`src/rtl/irx_pkg.sv`:
```
// Shared definitions for the I2C master receiver.
// Assumes: nothing beyond the SystemVerilog enum rules.
package irx_pkg;
    typedef enum logic [2:0] {
        ST_IDLE,
        ST_LOW,
        ST_HIGH,
        ST_PAUSE,
        ST_STOP_A,
        ST_STOP_B,
        ST_STOP_C
    } irx_state_e;
endpackage

```
`src/rtl/irx_halfper.sv`:
```
// Half-period timer: counts the cycles in which run is set and flags the last one.
// Assumes: div_cnt is stable while a phase is counting; DIVW >= 2.
module irx_halfper #(
    parameter int unsigned DIVW = 8
) (
    input  logic            clk,
    input  logic            rst_n,
    input  logic            run,
    input  logic [DIVW-1:0] div_cnt,
    output logic            expire,
    output logic            first
);
    localparam logic [DIVW-1:0] MIN_DIV = DIVW'(2);

    logic [DIVW-1:0] cnt;
    logic [DIVW-1:0] lim;

    // Clamp the requested length to the minimum.
    always_comb lim = (div_cnt < MIN_DIV) ? MIN_DIV : div_cnt;

    assign expire = run && (cnt == (lim - DIVW'(1)));
    assign first  = run && (cnt == '0);

    // Advance while running, restart after the final cycle.
    always_ff @(posedge clk) begin
        if (!rst_n)      cnt <= '0;
        else if (expire) cnt <= '0;
        else if (run)    cnt <= cnt + DIVW'(1);
    end


    cnt_range_chk: assert property (@(posedge clk) disable iff (!rst_n)
        cnt < lim);
endmodule

```
`src/rtl/irx_shreg.sv`:
```
// Receive shift register. Each shift takes in one bit, in either bit order.
// Assumes: lsb_first is stable across one byte.
module irx_shreg #(
    parameter int unsigned NB = 8
) (
    input  logic          clk,
    input  logic          rst_n,
    input  logic          shift,
    input  logic          bit_in,
    input  logic          lsb_first,
    output logic [NB-1:0] q
);
    // Shift a sampled bit in from the side chosen by the bit order.
    always_ff @(posedge clk) begin
        if (!rst_n)         q <= '0;
        else if (shift) begin
            if (lsb_first)  q <= {bit_in, q[NB-1:1]};
            else            q <= {q[NB-2:0], bit_in};
        end
    end
endmodule

```
`src/rtl/irx_ctrl.sv`:
```
// Bit sequencer: low/high phases per clock, the pause before the acknowledge clock,
// the acknowledge drive and the stop sequence.
// Assumes: the bus is already owned with SCL low when start arrives; irq is the host flag.
module irx_ctrl
    import irx_pkg::*;
#(
    parameter int unsigned NB = 8
) (
    input  logic clk,
    input  logic rst_n,
    input  logic start,
    input  logic stop_req,
    input  logic wait_en,
    input  logic ack_ctl,
    input  logic irq,
    input  logic scl_in,
    input  logic tmr_expire,
    input  logic tmr_first,
    output logic tmr_run,
    output logic shift_en,
    output logic set_mid,
    output logic set_done,
    output logic scl_oe,
    output logic sda_oe,
    output logic busy
);
    localparam int unsigned    BW        = $clog2(NB + 1);
    localparam logic [BW-1:0]  LAST_DATA = BW'(NB - 1);
    localparam logic [BW-1:0]  ACK_BIT   = BW'(NB);

    irx_state_e    st, st_nx;
    logic [BW-1:0] bit_q, bit_nx;
    logic          ack_q, ack_nx;
    logic          stop_pend;
    logic          go_stop;

    assign go_stop = stop_pend | stop_req;
    assign busy    = (st != ST_IDLE);

    // Line drives and timer/flag strobes that follow from the state.
    always_comb begin
        scl_oe   = (st == ST_LOW) || (st == ST_PAUSE) || (st == ST_STOP_A);
        sda_oe   = (((st == ST_LOW) || (st == ST_HIGH) || (st == ST_PAUSE))
                    && (bit_q == ACK_BIT) && !ack_q)
                   || (st == ST_STOP_A) || (st == ST_STOP_B);
        tmr_run  = (st == ST_LOW) || (st == ST_STOP_A) || (st == ST_STOP_C)
                   || (((st == ST_HIGH) || (st == ST_STOP_B)) && scl_in);
        shift_en = (st == ST_HIGH) && tmr_expire && (bit_q != ACK_BIT);
        set_done = (st == ST_HIGH) && tmr_first && (bit_q == ACK_BIT);
        set_mid  = (st == ST_HIGH) && tmr_expire && (bit_q == LAST_DATA) && wait_en;
    end

    // Next state, bit index and captured acknowledge value.
    always_comb begin
        st_nx  = st;
        bit_nx = bit_q;
        ack_nx = ack_q;
        unique case (st)
            ST_IDLE: if (start) begin
                st_nx  = ST_LOW;
                bit_nx = '0;
            end
            ST_LOW: if (tmr_expire) st_nx = ST_HIGH;
            ST_HIGH: if (tmr_expire) begin
                if (bit_q == LAST_DATA) begin
                    bit_nx = ACK_BIT;
                    ack_nx = ack_ctl;
                    st_nx  = wait_en ? ST_PAUSE : ST_LOW;
                end else if (bit_q == ACK_BIT) begin
                    bit_nx = '0;
                    st_nx  = go_stop ? ST_STOP_A : ST_LOW;
                end else begin
                    bit_nx = bit_q + BW'(1);
                    st_nx  = ST_LOW;
                end
            end
            ST_PAUSE: if (!irq) begin
                st_nx  = ST_LOW;
                ack_nx = ack_ctl;
            end
            ST_STOP_A: if (tmr_expire) st_nx = ST_STOP_B;
            ST_STOP_B: if (tmr_expire) st_nx = ST_STOP_C;
            ST_STOP_C: if (tmr_expire) st_nx = ST_IDLE;
            default:   st_nx = ST_IDLE;
        endcase
    end

    // State registers.
    always_ff @(posedge clk) begin
        if (!rst_n) begin
            st    <= ST_IDLE;
            bit_q <= '0;
            ack_q <= 1'b1;
        end else begin
            st    <= st_nx;
            bit_q <= bit_nx;
            ack_q <= ack_nx;
        end
    end

    // Remember a stop request until the byte boundary consumes it.
    always_ff @(posedge clk) begin
        if (!rst_n)                                       stop_pend <= 1'b0;
        else if ((st == ST_HIGH) && (st_nx == ST_STOP_A)) stop_pend <= 1'b0;
        else if (stop_req && busy)                        stop_pend <= 1'b1;
    end


    sda_quiet_chk: assert property (@(posedge clk) disable iff (!rst_n)
        !$stable(sda_oe) |-> (scl_oe || (st == ST_STOP_C)));


    pause_hold_chk: assert property (@(posedge clk) disable iff (!rst_n)
        ((st == ST_PAUSE) && irq) |=> scl_oe);
endmodule

```
`src/rtl/i2c_mrx_wait.sv`:
```
// I2C master byte receiver with an optional pause before the acknowledge clock.
// Holds the host-visible flags and data register; sequencing lives in irx_ctrl.
// Assumes: div_cnt and lsb_first change only while busy is 0; host strobes are one cycle.
module i2c_mrx_wait #(
    parameter int unsigned DIVW = 8,
    parameter int unsigned NB   = 8
) (
    input  logic            clk,
    input  logic            rst_n,
    input  logic [DIVW-1:0] div_cnt,
    input  logic            wait_en,
    input  logic            ack_ctl,
    input  logic            lsb_first,
    input  logic            start_rx,
    input  logic            stop_req,
    input  logic            clr_irq,
    input  logic            rd_data,
    input  logic            scl_in,
    input  logic            sda_in,
    output logic            scl_oe,
    output logic            sda_oe,
    output logic [NB-1:0]   rx_data,
    output logic            irq,
    output logic            rx_done,
    output logic            full,
    output logic            overrun,
    output logic            busy
);
    logic          tmr_run, tmr_expire, tmr_first;
    logic          shift_en, set_mid, set_done;
    logic [NB-1:0] shreg_q;

    irx_halfper #(.DIVW(DIVW)) tmr_i (
        .clk(clk), .rst_n(rst_n), .run(tmr_run), .div_cnt(div_cnt),
        .expire(tmr_expire), .first(tmr_first)
    );

    irx_shreg #(.NB(NB)) shr_i (
        .clk(clk), .rst_n(rst_n), .shift(shift_en), .bit_in(sda_in),
        .lsb_first(lsb_first), .q(shreg_q)
    );

    irx_ctrl #(.NB(NB)) ctl_i (
        .clk(clk), .rst_n(rst_n), .start(start_rx), .stop_req(stop_req),
        .wait_en(wait_en), .ack_ctl(ack_ctl), .irq(irq), .scl_in(scl_in),
        .tmr_expire(tmr_expire), .tmr_first(tmr_first), .tmr_run(tmr_run),
        .shift_en(shift_en), .set_mid(set_mid), .set_done(set_done),
        .scl_oe(scl_oe), .sda_oe(sda_oe), .busy(busy)
    );

    // Host flags and data register; a set beats a clear in the same cycle.
    always_ff @(posedge clk) begin
        if (!rst_n) begin
            irq     <= 1'b0;
            rx_done <= 1'b0;
            full    <= 1'b0;
            overrun <= 1'b0;
            rx_data <= '0;
        end else begin
            if (set_mid || set_done) irq <= 1'b1;
            else if (clr_irq)        irq <= 1'b0;
            if (set_done)            rx_done <= 1'b1;
            else if (clr_irq)        rx_done <= 1'b0;
            if (set_done)            full <= 1'b1;
            else if (rd_data)        full <= 1'b0;
            if (set_done && full)         overrun <= 1'b1;
            else if (start_rx && !busy)   overrun <= 1'b0;
            if (set_done)            rx_data <= shreg_q;
        end
    end


    done_full_chk: assert property (@(posedge clk) disable iff (!rst_n)
        $rose(rx_done) |-> (full && irq));


    overrun_cause_chk: assert property (@(posedge clk) disable iff (!rst_n)
        $rose(overrun) |-> $past(full));


    release_at_end_chk: assert property (@(posedge clk) disable iff (!rst_n)
        $fell(busy) |-> (!scl_oe && !sda_oe));
endmodule

```
`config.mk`:
```
export PLATFORM = sky130hd
export DESIGN_NAME = i2c_mrx_wait
export DESIGN_NICKNAME = d
export VERILOG_FILES = /design/src/rtl/irx_pkg.sv /design/src/rtl/irx_halfper.sv /design/src/rtl/irx_shreg.sv /design/src/rtl/irx_ctrl.sv /design/src/rtl/i2c_mrx_wait.sv
export SDC_FILE = /design/constraint.sdc
export NUM_CORES = 1
export LEC_CHECK = 0
export ABC_AREA = 1
export CAP_MARGIN = 20
export CORE_UTILIZATION = 49
export DETAILED_ROUTE_END_ITERATION = 7
export PLACE_DENSITY = 0.77
export SLEW_MARGIN = 0
export SYNTH_ARGS = -nofsm -noshare
export SYNTH_HDL_FRONTEND = slang
export SYNTH_HIERARCHICAL = 1
export SYNTH_SLANG_ARGS = --single-unit
```
`constraint.sdc`:
```
create_clock -name clk -period 2.9 [get_ports clk]
set_clock_uncertainty 0.2 [all_clocks]
set_input_delay 0.58 -clock clk [delete_from_list [all_inputs] [get_ports clk]]
set_output_delay 0.58 -clock clk [all_outputs]
set_load 0.01 [all_outputs]
```
==> flow_summary.ini <==
[status]
outcome = finished clean

[finish]
final_nets = 449
drive_gt1_share_pct = 28.2
seqCellArea_um2 = 742
fillers = 322
antenna_cells = 0
layout.cells.non_filler = 478
area_growth_pct = 44.7
final_core_util_pct = 73.8
multiInputGateArea_um2 = 1380
fin_area_um2 = 3210

[grt]
grt_max_degree = 14
grt_usage_pct = 24.9
grt_pass1_wl_um = 9710
first_global_vias = 2271
grt-ovfl-total = 0
antenna_found_initial = 0

[routing]
vias_per_cell = 5.03
post_drt_wl_per_cell_um = 12.1
dr.first_iter.drc_count = 121
drt_wl_total_um = 5780
first_pass_iters = 4
postRouteAntennaNets = 0
drc = 0
num_vias = 2402

[logic_synthesis]
avgSynthCellArea_um2 = 6.43
synth_warnings = 6
synthCells = 345
syn-num-nets = 369
synth-seq-area-share_pct = 33.4
synth_seq_cells = 37
syn-cell-area_um2 = 2220
synthDistinctLibCells = 30

[floorplan]
die_x_um = 69.3
die_h_um = 69.3
pin_count = 34
start_util_pct = 51.0
die-area_um2 = 4800
core_um2 = 4350
rows = 24

[pwr]
vdd_drop_max_mv = 0.387
leakagePower_nw = 1.49
power_density_nw_per_um2 = 361
p_total_mw = 1.16

[critical_path]
r2r_slack_ns = 0.20
cp.buffers_inverters = 6
rr_startpoint = ctl_i/st[0]$_SDFF_PN0_
end_kind = flop
critPathMaxFanout = 5
worstSetupPathDepth = 26
slowest_stage = ha_4
cp.arrival_ns = 2.81
cp-start-kind = input port
worstRegToRegCells = 24
r2r-end = shr_i/q[6]$_SDFFE_PN0P_
cpLargestDelayFamily = simple AND/OR/NAND/NOR gates
required_ns = 2.94
crit_start = div_cnt[4]
crit_top_cell = nand2_2
slowest_delay_ns = 0.20
critPathKind = in -> reg

[clock_tree]
cts_tree = done
clk_pin_slew_ns = 0.08
clock_sinks = 37
cts_hold_buffers = 0
root_buffer = clkbuf_8
cts_made_buffers = 5
h-tree-depth = 2
clock_latency_ns = 0.30
clk_path_buf_depth = 2

[sta]
setup_viol = 0
rsz0062_at_grt = yes
tns_ns = 0
slew_violations = 0
fin_crit_sh_pct = 95.6
tightest_slew_ns = 0.495
maxSlewHeadroom_pct = 66.9
finalHoldViolCount = 0
clock.fmax_mhz = 361
fin_crit_ns = 2.77

[placement]
dp.cells = 449
portBuffers = 33
routabilityCongestion = 0.873
post_dp_cell_area_um2 = 2760
hpwlAfterDp_um = 3690

[hold_path]
holdPathEnd = ctl_i/ack_q$_SDFFE_PN1P_
holdCritPathClass = reg -> reg
min-delay-start = ctl_i/ack_q$_SDFFE_PN1P_
hold_path_depth = 2

[flow_run]
cap_violations = 0
==> worst register-to-register path: cells and delay by family (launching register included) <==
| family | cells | cell delay, ns |
|---|---|---|
| and+or+nand+nor | 17 | 1.43 |
| buffers and inverters | 5 | 0.44 |
| DFF | 1 | 0.38 |
| AOI/OAI and AO/OA | 2 | 0.19 |
==> power by group <==
part           switching [mW]  leakage, nW  internal [mW]
sequential            0.00680        0.299          0.513
combinational          0.0848         1.13         0.0855
clock                   0.190       0.0574          0.280
==> per-layer routing <==
metal  routed length [um]  vias to the layer above  share of wire [%]  track usage, %
met2                 3010                       49                 52            43.3
li1                     -                     1235                  -               -
met4                   88                        0                1.5            10.9
met1                 2480                     1109                 43            29.9
met3                  202                        9                3.5            4.51
met5                    0                        -                  0               0
==> repair_timing <==
action / CTS / global route
resized for setup: 46 / 38
endpoints found under the setup margin: 18 / 18
setup buffers: 14 / 6
gates cloned: 2 / 1
pin swaps: 15 / 33
==> stage by stage <==
step	hold slack [ns]	setup slack, ns
6_report	0.264	0.128
2_1_floorplan	0.229	0.00464
3_3_place_gp	0.247	-0.444
5_1_grt	0.290	-0.134
3_5_place_dp	0.245	-0.529
4_1_cts	0.266	0.00161
==> cell usage in the layout (no fill, tap or decap), types with 6 or more instances in the layout <==
cell | synthesis | routed
a21oi_1 | 9 | 8
buf_4 | 0 | 38
buf_6 | 2 | 8
clkbuf_8 | 0 | 6
clkdlybuf4s50_1 | 0 | 25
dfxtp_1 | 37 | 36
inv_1 | 41 | 33
inv_2 | 5 | 11
nand2_1 | 87 | 80
nand2_2 | 7 | 9
nand2_4 | 1 | 6
nand3_1 | 28 | 21
nand3_2 | 0 | 7
nor2_1 | 68 | 62
nor2_2 | 9 | 11
nor2_4 | 3 | 7
o21ai_0 | 16 | 15
==> cell usage after synthesis (all sizes together) <==
cell type  instances  area share (%)
nand2             95              17
nor2              80              16
inv               47             8.1
dfxtp             37              33
nand3             28             6.3
o21ai             17             3.8
a21oi             11             2.8
ha                 5             2.8
buf                4             2.1
nor3               4            0.90
xnor2              4             1.6
xor2               4             1.6
nor4               2            0.56
and3               1            0.28
clkbuf             1            0.23
nand3b             1            0.34
nand4              1            0.56
o21bai             1            0.34
o31ai              1            0.34
xnor3              1             1.2
==> worst max path at each step <==
stage | slack [ns] | end
after floorplan | 0.005 | shr_i/q[0]$_SDFFE_PN0P_
after global placement | -0.44 | shr_i/q[2]$_SDFFE_PN0P_
after detailed placement | -0.53 | shr_i/q[2]$_SDFFE_PN0P_
after CTS | 0.002 | shr_i/q[3]$_SDFFE_PN0P_
after global routing | -0.13 | ctl_i/bit_q[0]$_SDFFE_PN0P_
final | 0.13 | shr_i/q[6]$_SDFFE_PN0P_
==> area by class of cell <==
| class | instances | area share (%) |
|---|---|---|
| multi-input cells | 256 | 43.1 |
| flip-flops and latches | 37 | 23.1 |
| repair buffers | 78 | 22.3 |
| inverters | 47 | 5.73 |
| clock buffers | 6 | 2.57 |
| well taps | 52 | 2.03 |
| clock inverters | 2 | 1.17 |
==> kinds of logic (layout without fill, tap and decap cells) <==
kind of cell	after synthesis	count (layout)	share of synthesized area, %
and+or+nand+nor	212	212	41.7
buffers and inverters	52	133	10.4
DFF	37	37	33.4
AOI/OAI and AO/OA	30	30	7.33
xor gates and xnor gates	9	9	4.34
adders and majority gates	5	5	2.82
==> state kept, by name, summed over array words and instances (netlist names), 3 cells and up <==
name and cells:
rx_data 8, ctl_i/st 3, tmr_i/cnt 8, ctl_i/bit_q 4, shr_i/q 8
Note: power is estimated with default switching activity, not from simulation.
